[config.mk]
export PLATFORM = sky130hd
export DESIGN_NAME = dma_bus_sequencer
export DESIGN_NICKNAME = d
export VERILOG_FILES = /design/src/rtl/dma_seq_pkg.sv /design/src/rtl/dma_req_sampler.sv /design/src/rtl/dma_phase_next.sv /design/src/rtl/dma_phase_out.sv /design/src/rtl/dma_bus_sequencer.sv
export SDC_FILE = /design/constraint.sdc
export NUM_CORES = 1
export LEC_CHECK = 0
export BUFFER_PORTS_ARGS = -buffer_cell sky130_fd_sc_hd__buf_2
export CAP_MARGIN = 20
export CORE_ASPECT_RATIO = 0.75
export CORE_MARGIN = 2
export CORE_UTILIZATION = 48
export CTS_CLUSTER_DIAMETER = 40
export DETAILED_ROUTE_END_ITERATION = 16
export GPL_TIMING_DRIVEN = 0
export HOLD_SLACK_MARGIN = 0.1
export PLACE_DENSITY = 0.79
export SYNTH_ARGS = -nofsm -noshare
export SYNTH_HDL_FRONTEND = slang
export SYNTH_HIERARCHICAL = 1
export SYNTH_SLANG_ARGS = --single-unit
[constraint.sdc]
create_clock -name clk -period 2.6 [get_ports clk]
set_clock_uncertainty 0.2 [all_clocks]
set_input_delay 0.26 -clock clk [delete_from_list [all_inputs] [get_ports clk]]
set_output_delay 0.26 -clock clk [all_outputs]
set_load 0.05 [all_outputs]
[src/rtl/dma_seq_pkg.sv]
package dma_seq_pkg;

  localparam int STATE_W = 4;

  typedef enum logic [STATE_W-1:0] {
    ST_IDLE     = 4'd0,
    ST_READY    = 4'd1,
    ST_RD_START = 4'd2,
    ST_RD_WAIT  = 4'd3,
    ST_RD_END   = 4'd4,
    ST_RD_INT   = 4'd5,
    ST_WR_START = 4'd6,
    ST_WR_WAIT  = 4'd7,
    ST_WR_END   = 4'd8,
    ST_FB_START = 4'd9,
    ST_FB_END   = 4'd10
  } seq_state_e;

  typedef struct packed {
    logic addr;
    logic rd;
    logic wr;
  } bus_ctl_t;

  // Strobe levels held for a whole phase; the write-end drop is applied later
  function automatic bus_ctl_t decode_ctl(seq_state_e s);
    bus_ctl_t c;
    c = '0;
    case (s)
      ST_RD_START: c.addr = 1'b1;
      ST_RD_WAIT:  begin c.addr = 1'b1; c.rd = 1'b1; end
      ST_RD_END:   begin c.addr = 1'b1; c.rd = 1'b1; end
      ST_RD_INT:   c.rd = 1'b1;
      ST_WR_START: c.addr = 1'b1;
      ST_WR_WAIT:  begin c.addr = 1'b1; c.wr = 1'b1; end
      ST_WR_END:   begin c.addr = 1'b1; c.wr = 1'b1; end
      ST_FB_START: c.rd = 1'b1;
      ST_FB_END:   begin c.rd = 1'b1; c.wr = 1'b1; end
      default:     c = '0;
    endcase
    return c;
  endfunction

endpackage

[src/rtl/dma_req_sampler.sv]
module dma_req_sampler #(
  parameter int NUM_REQ = 4
) (
  input  logic               clk,
  input  logic               rst,
  input  logic [NUM_REQ-1:0] req,
  input  logic [NUM_REQ-1:0] enable,
  output logic               pending
);

  logic [NUM_REQ-1:0] line_q;

  // One falling-edge flop per request line
  for (genvar i = 0; i < NUM_REQ; i++) begin : g_line
    logic bit_q;
    always_ff @(negedge clk) begin
      if (rst) bit_q <= 1'b0;
      else     bit_q <= req[i] & enable[i];
    end
    assign line_q[i] = bit_q;
  end

  assign pending = |line_q;

endmodule

[src/rtl/dma_phase_next.sv]
module dma_phase_next
  import dma_seq_pkg::*;
(
  input  seq_state_e state,
  input  logic       pending,
  input  logic       ack,
  input  logic       tgt_internal,
  input  logic       flyby,
  output seq_state_e nxt
);

  always_comb begin
    nxt = state;
    case (state)
      ST_IDLE:     if (pending) nxt = ST_READY;
      ST_READY: begin
        if (flyby)             nxt = ST_FB_START;
        else if (tgt_internal) nxt = ST_RD_INT;
        else if (ack)          nxt = ST_RD_START;
        else                   nxt = ST_RD_WAIT;
      end
      ST_RD_START: nxt = ST_RD_END;
      ST_RD_WAIT:  if (ack) nxt = ST_RD_END;
      ST_RD_END:   if (ack) nxt = ST_WR_START;
      ST_RD_INT:   nxt = ack ? ST_WR_START : ST_WR_WAIT;
      ST_WR_START: nxt = ST_WR_END;
      ST_WR_WAIT:  if (ack) nxt = ST_WR_END;
      ST_WR_END, ST_FB_END: begin
        if (ack) nxt = pending ? ST_READY : ST_IDLE;
      end
      ST_FB_START: nxt = ST_FB_END;
      default:     nxt = ST_IDLE;
    endcase
  end

endmodule

[src/rtl/dma_phase_out.sv]
module dma_phase_out
  import dma_seq_pkg::*;
#(
  parameter int DATA_W = 16
) (
  input  logic              clk,
  input  logic              rst,
  input  seq_state_e        state,
  input  seq_state_e        nxt,
  input  logic              ack,
  input  logic [DATA_W-1:0] rd_data,
  output logic              addr_drive,
  output logic              rd_strobe,
  output logic              wr_strobe,
  output logic              capture_pulse,
  output logic [DATA_W-1:0] xfer_data,
  output logic              done_pulse
);

  bus_ctl_t          ctl_q;
  logic              cap_q;
  logic              done_q;
  logic [DATA_W-1:0] data_q;
  logic              take_data;
  logic              finish;
  logic              wr_last;

  assign take_data = ((state == ST_RD_END) && ack) || (state == ST_RD_INT);
  assign finish    = ((state == ST_WR_END) || (state == ST_FB_END)) && ack;
  assign wr_last   = (state == ST_WR_END) && ack;

  always_ff @(posedge clk) begin
    if (rst) begin
      ctl_q  <= '0;
      cap_q  <= 1'b0;
      done_q <= 1'b0;
      data_q <= '0;
    end else begin
      ctl_q  <= decode_ctl(nxt);
      cap_q  <= take_data;
      done_q <= finish;
      if (take_data) data_q <= rd_data;
    end
  end

  assign addr_drive    = ctl_q.addr;
  assign rd_strobe     = ctl_q.rd;
  assign wr_strobe     = ctl_q.wr & ~wr_last;
  assign capture_pulse = cap_q;
  assign done_pulse    = done_q;
  assign xfer_data     = data_q;

endmodule

[src/rtl/dma_bus_sequencer.sv]
module dma_bus_sequencer
  import dma_seq_pkg::*;
#(
  parameter int NUM_REQ = 4,
  parameter int DATA_W  = 16
) (
  input  logic                 clk,
  input  logic                 rst,
  input  logic [NUM_REQ-1:0]   dma_req,
  input  logic [NUM_REQ-1:0]   chan_en,
  input  logic                 ack,
  input  logic                 tgt_internal,
  input  logic                 flyby,
  input  logic [DATA_W-1:0]    rd_data,
  output logic                 addr_drive,
  output logic                 rd_strobe,
  output logic                 wr_strobe,
  output logic                 capture_pulse,
  output logic [DATA_W-1:0]    xfer_data,
  output logic                 done_pulse,
  output logic [STATE_W-1:0]   state_code
);

  seq_state_e state_q;
  seq_state_e state_d;
  logic       pending;

  dma_req_sampler #(.NUM_REQ(NUM_REQ)) u_sampler (
    .clk     (clk),
    .rst     (rst),
    .req     (dma_req),
    .enable  (chan_en),
    .pending (pending)
  );

  dma_phase_next u_next (
    .state        (state_q),
    .pending      (pending),
    .ack          (ack),
    .tgt_internal (tgt_internal),
    .flyby        (flyby),
    .nxt          (state_d)
  );

  always_ff @(posedge clk) begin
    if (rst) state_q <= ST_IDLE;
    else     state_q <= state_d;
  end

  dma_phase_out #(.DATA_W(DATA_W)) u_out (
    .clk           (clk),
    .rst           (rst),
    .state         (state_q),
    .nxt           (rst ? ST_IDLE : state_d),
    .ack           (ack),
    .rd_data       (rd_data),
    .addr_drive    (addr_drive),
    .rd_strobe     (rd_strobe),
    .wr_strobe     (wr_strobe),
    .capture_pulse (capture_pulse),
    .xfer_data     (xfer_data),
    .done_pulse    (done_pulse)
  );

  assign state_code = state_q;

endmodule

==> results.cfg <==
[placed_design]
dp.cells = 232
dp_hpwl_um = 2350
gp_congestion = 0.793
port_buffers = 53

[setup_path]
required_ns = 2.62
crit_buf_inv = 0
cp_cell_sequence = or4_1 > o211ai_1 > o211ai_1 > nor2b_4 > xnor2_1 > or3_1 > a21oi_2
slowest_stage = or4_1
path_class = reg2reg
crit_fanout = 2
crit_arrival_ns = 3.45
cpMostUsedCell = o211ai_1
slowest_delay_ns = 0.52
path_delay_family = simple AND/OR/NAND/NOR gates
critPathLaunch = u_sampler/g_line[1].bit_q
r2r_start = u_sampler/g_line[1].bit_q
cp-start-kind = flip-flop
endpoint_kind = flip-flop

[floorplan]
num_rows = 16
die_y_um = 50.7
dieWidth_um = 66.2
die_area_mm2 = 0.00336
ioPinCount = 54
core_area_mm2 = 0.00268
start_util_pct = 52.0

[synth]
muxShareOfSynthArea_pct = 11.5
synth_fa_ha_area_share_pct = 0
synth_top_cells_by_area = dfxtp_1 (42%), nand2b_1 (15%), mux2i_1 (11%), nor2b_1 (3.1%), and3b_1 (2.5%)
synth_ff_type = dfxtp_1
syn_area_per_cell_um2 = 9.75
synth_edf_count = 0
ys_seq_area_share_pct = 41.7
synth_cell_types = 34
synth_compound_area_share_pct = 8.35
yosysWarnings = 6
synth_area_mm2 = 0.00139
ys_ff_latch = 29
async_reset_ff_share_pct = 0
synthCells = 143
synth_top_cell_by_area = dfxtp_1
synth_nets = 172
synth_xor_xnor_area_share_pct = 0.628
synth_top_family_by_area = simple AND/OR/NAND/NOR gates
yosysTopAreaCellShare_pct = 41.7
yosys.area_share.simple_pct = 32.0

[clock_tree]
clk_pin_slew_ns = 0.06
clock_latency_ns = 0.34
cts_tree = yes
cts_buffer_depth = 2
htreeDepth = 2
clock-sinks = 29
root_buffer = clkbuf_8
cts_made_buffers = 5

[layout]
syn2layout_area_growth_pct = 43.0
drive_gt1_share_pct = 33.5
multi_input_comb_area_um2 = 751
fillerInstances = 203
layout.cells.non_filler = 260
num_antenna_cells = 0
fin_nets = 252
fin_util_pct = 74.3
seq_area_um2 = 581

[detailed_routing]
firstDrtPassIters = 4
drc = 0
detail_route.wl_per_cell_um = 13.8
vias = 1316
routed_wirelength_um = 3580
drt_iter0_markers = 81
vias_per_cell = 5.06
ant_nets = 0

[sta]
rsz0062_at_grt = yes
hold_viol = 0
slew_headroom_pct = 68.3
setup_viol = 4
worst_pin_slew_ns = 0.475
whs_ns = 0.174
setup_ws_ns = -0.834
slew_violations = 0

[global_routing]
track_usage_pct = 24.4
antenna_found_initial = 0
grt_pass1_vias = 1301
grt_max_degree = 11
overflow = 0
grt_first_pass_wirelength_um = 5840

[power]
p_per_area_mw_per_mm2 = 800
ir_drop_uv = 518
p_total_mw = 1.59
p_leak_nw = 0.883

[worst_hold_path]
min_from = ack
worstHoldPathType = in2reg

[outcome]
run_status = finished with violations
violations = negative setup slack

[flow_run]
max-cap-violations = 0
[cells in the mapped netlist (3+ instances only)]
cell	count
o211ai_1	3
mux2i_1	16
nand2b_1	33
nor2_1	8
nor2b_1	7
and3b_1	4
nor3b_1	3
clkbuf_1	3
dfxtp_1	29
[flip-flops by register name (all words and copies together), names as in the netlist]
| register | flops |
|---|---|
| u_out/rd_strobe | 1 |
| state_code | 4 |
| u_out/capture_pulse | 1 |
| u_out/xfer_data | 16 |
| u_sampler/g_line.bit_q | 4 |
| u_out/addr_drive | 1 |
| u_out/done_pulse | 1 |
| u_out/ctl_q | 1 |
[metal layers]
layer / wire (um) / part of all wire (%) / GRT usage, %
met2: 1810 / 51 / 41.2
met4: 108 / 3.0 / 13.3
met5: 0 / 0 / 0
met3: 225 / 6.3 / 10.3
met1: 1440 / 40 / 25.6
[metrics by stage]
stage               TNS (ns)  setup WS (ns)  cell area (um^2)
detailed placement     -1.86         -0.738              1710
CTS                    -2.38         -0.763              1990
floorplan              -1.35         -0.584              1400
global placement       -1.72         -0.689              1710
finish                 -2.46         -0.834              1990
global route           -2.75         -0.879              1990
[cells by family (layout without fill, tap and decap cells)]
group,Yosys count,after routing
buf+inv,12,93
simple gates,69,69
xor+xnor,1,1
compound gates,16,16
flops,29,29
mux,16,16
[layout make-up]
| type | instances | share of cell area, % |
|---|---|---|
| flip-flops and latches | 29 | 29.1 |
| inverters | 1 | 0.188 |
| multi-input cells | 102 | 37.7 |
| repair buffers | 70 | 21.7 |
| clock inverters | 5 | 1.00 |
| well taps | 36 | 2.26 |
| clock buffers | 7 | 4.33 |
| plain buffers | 10 | 3.70 |
[layout by cell type, fill, tap and decap left out, types with 2 or more instances in the layout]
master          n
nand2b_1       33
nor2b_1         6
o211ai_1        3
dlygate4sd3_1  16
buf_6           2
or4_1           2
clkbuf_2        2
nor4bb_1        2
nor3b_1         2
a31oi_1         2
dfxtp_1        29
clkbuf_1        4
and3b_1         4
inv_1           5
clkbuf_8        6
buf_2          55
o21ba_2         2
nor2_1          7
mux2i_1        16
nand2_1         2
nand3b_1        2
[timing repair]
| action | CTS | global route |
|---|---|---|
| buffers inserted | 1 | 0 |
| hold buffers | 16 | 0 |
| endpoints found under the setup margin | 4 | 4 |
| gates resized for setup | 3 | 0 |
| hold endpoints to repair | 16 | 0 |
| pin swaps | 0 | 2 |
[final timing paths]
| path | endpoint | slack, ns | cells after the start |
|---|---|---|---|
| worst max-delay path | u_out/rd_strobe | -0.83 | 7 |
| worst min-delay path | u_out/done_pulse | 0.17 | 3 |
| worst max register to register | u_out/rd_strobe | -0.83 | 7 |
| worst min register to register | u_out/xfer_data[0] | 0.27 | 2 |
[worst register-to-register path, stage by stage, from the launching register on]
cell and delay (ns):
dfxtp_1 0.29, or4_1 0.52, o211ai_1 0.10, o211ai_1 0.12
nor2b_4 0.15, xnor2_1 0.14, or3_1 0.37, a21oi_2 0.13
[power breakdown]
| part | total [mW] | switching (mW) | internal (mW) |
|---|---|---|---|
| logic | 0.658 | 0.407 | 0.251 |
| registers | 0.534 | 0.0327 | 0.502 |
| clock network | 0.402 | 0.181 | 0.221 |
| total | 1.59 | 0.621 | 0.974 |
Note: power is estimated with default switching activity, not from simulation.
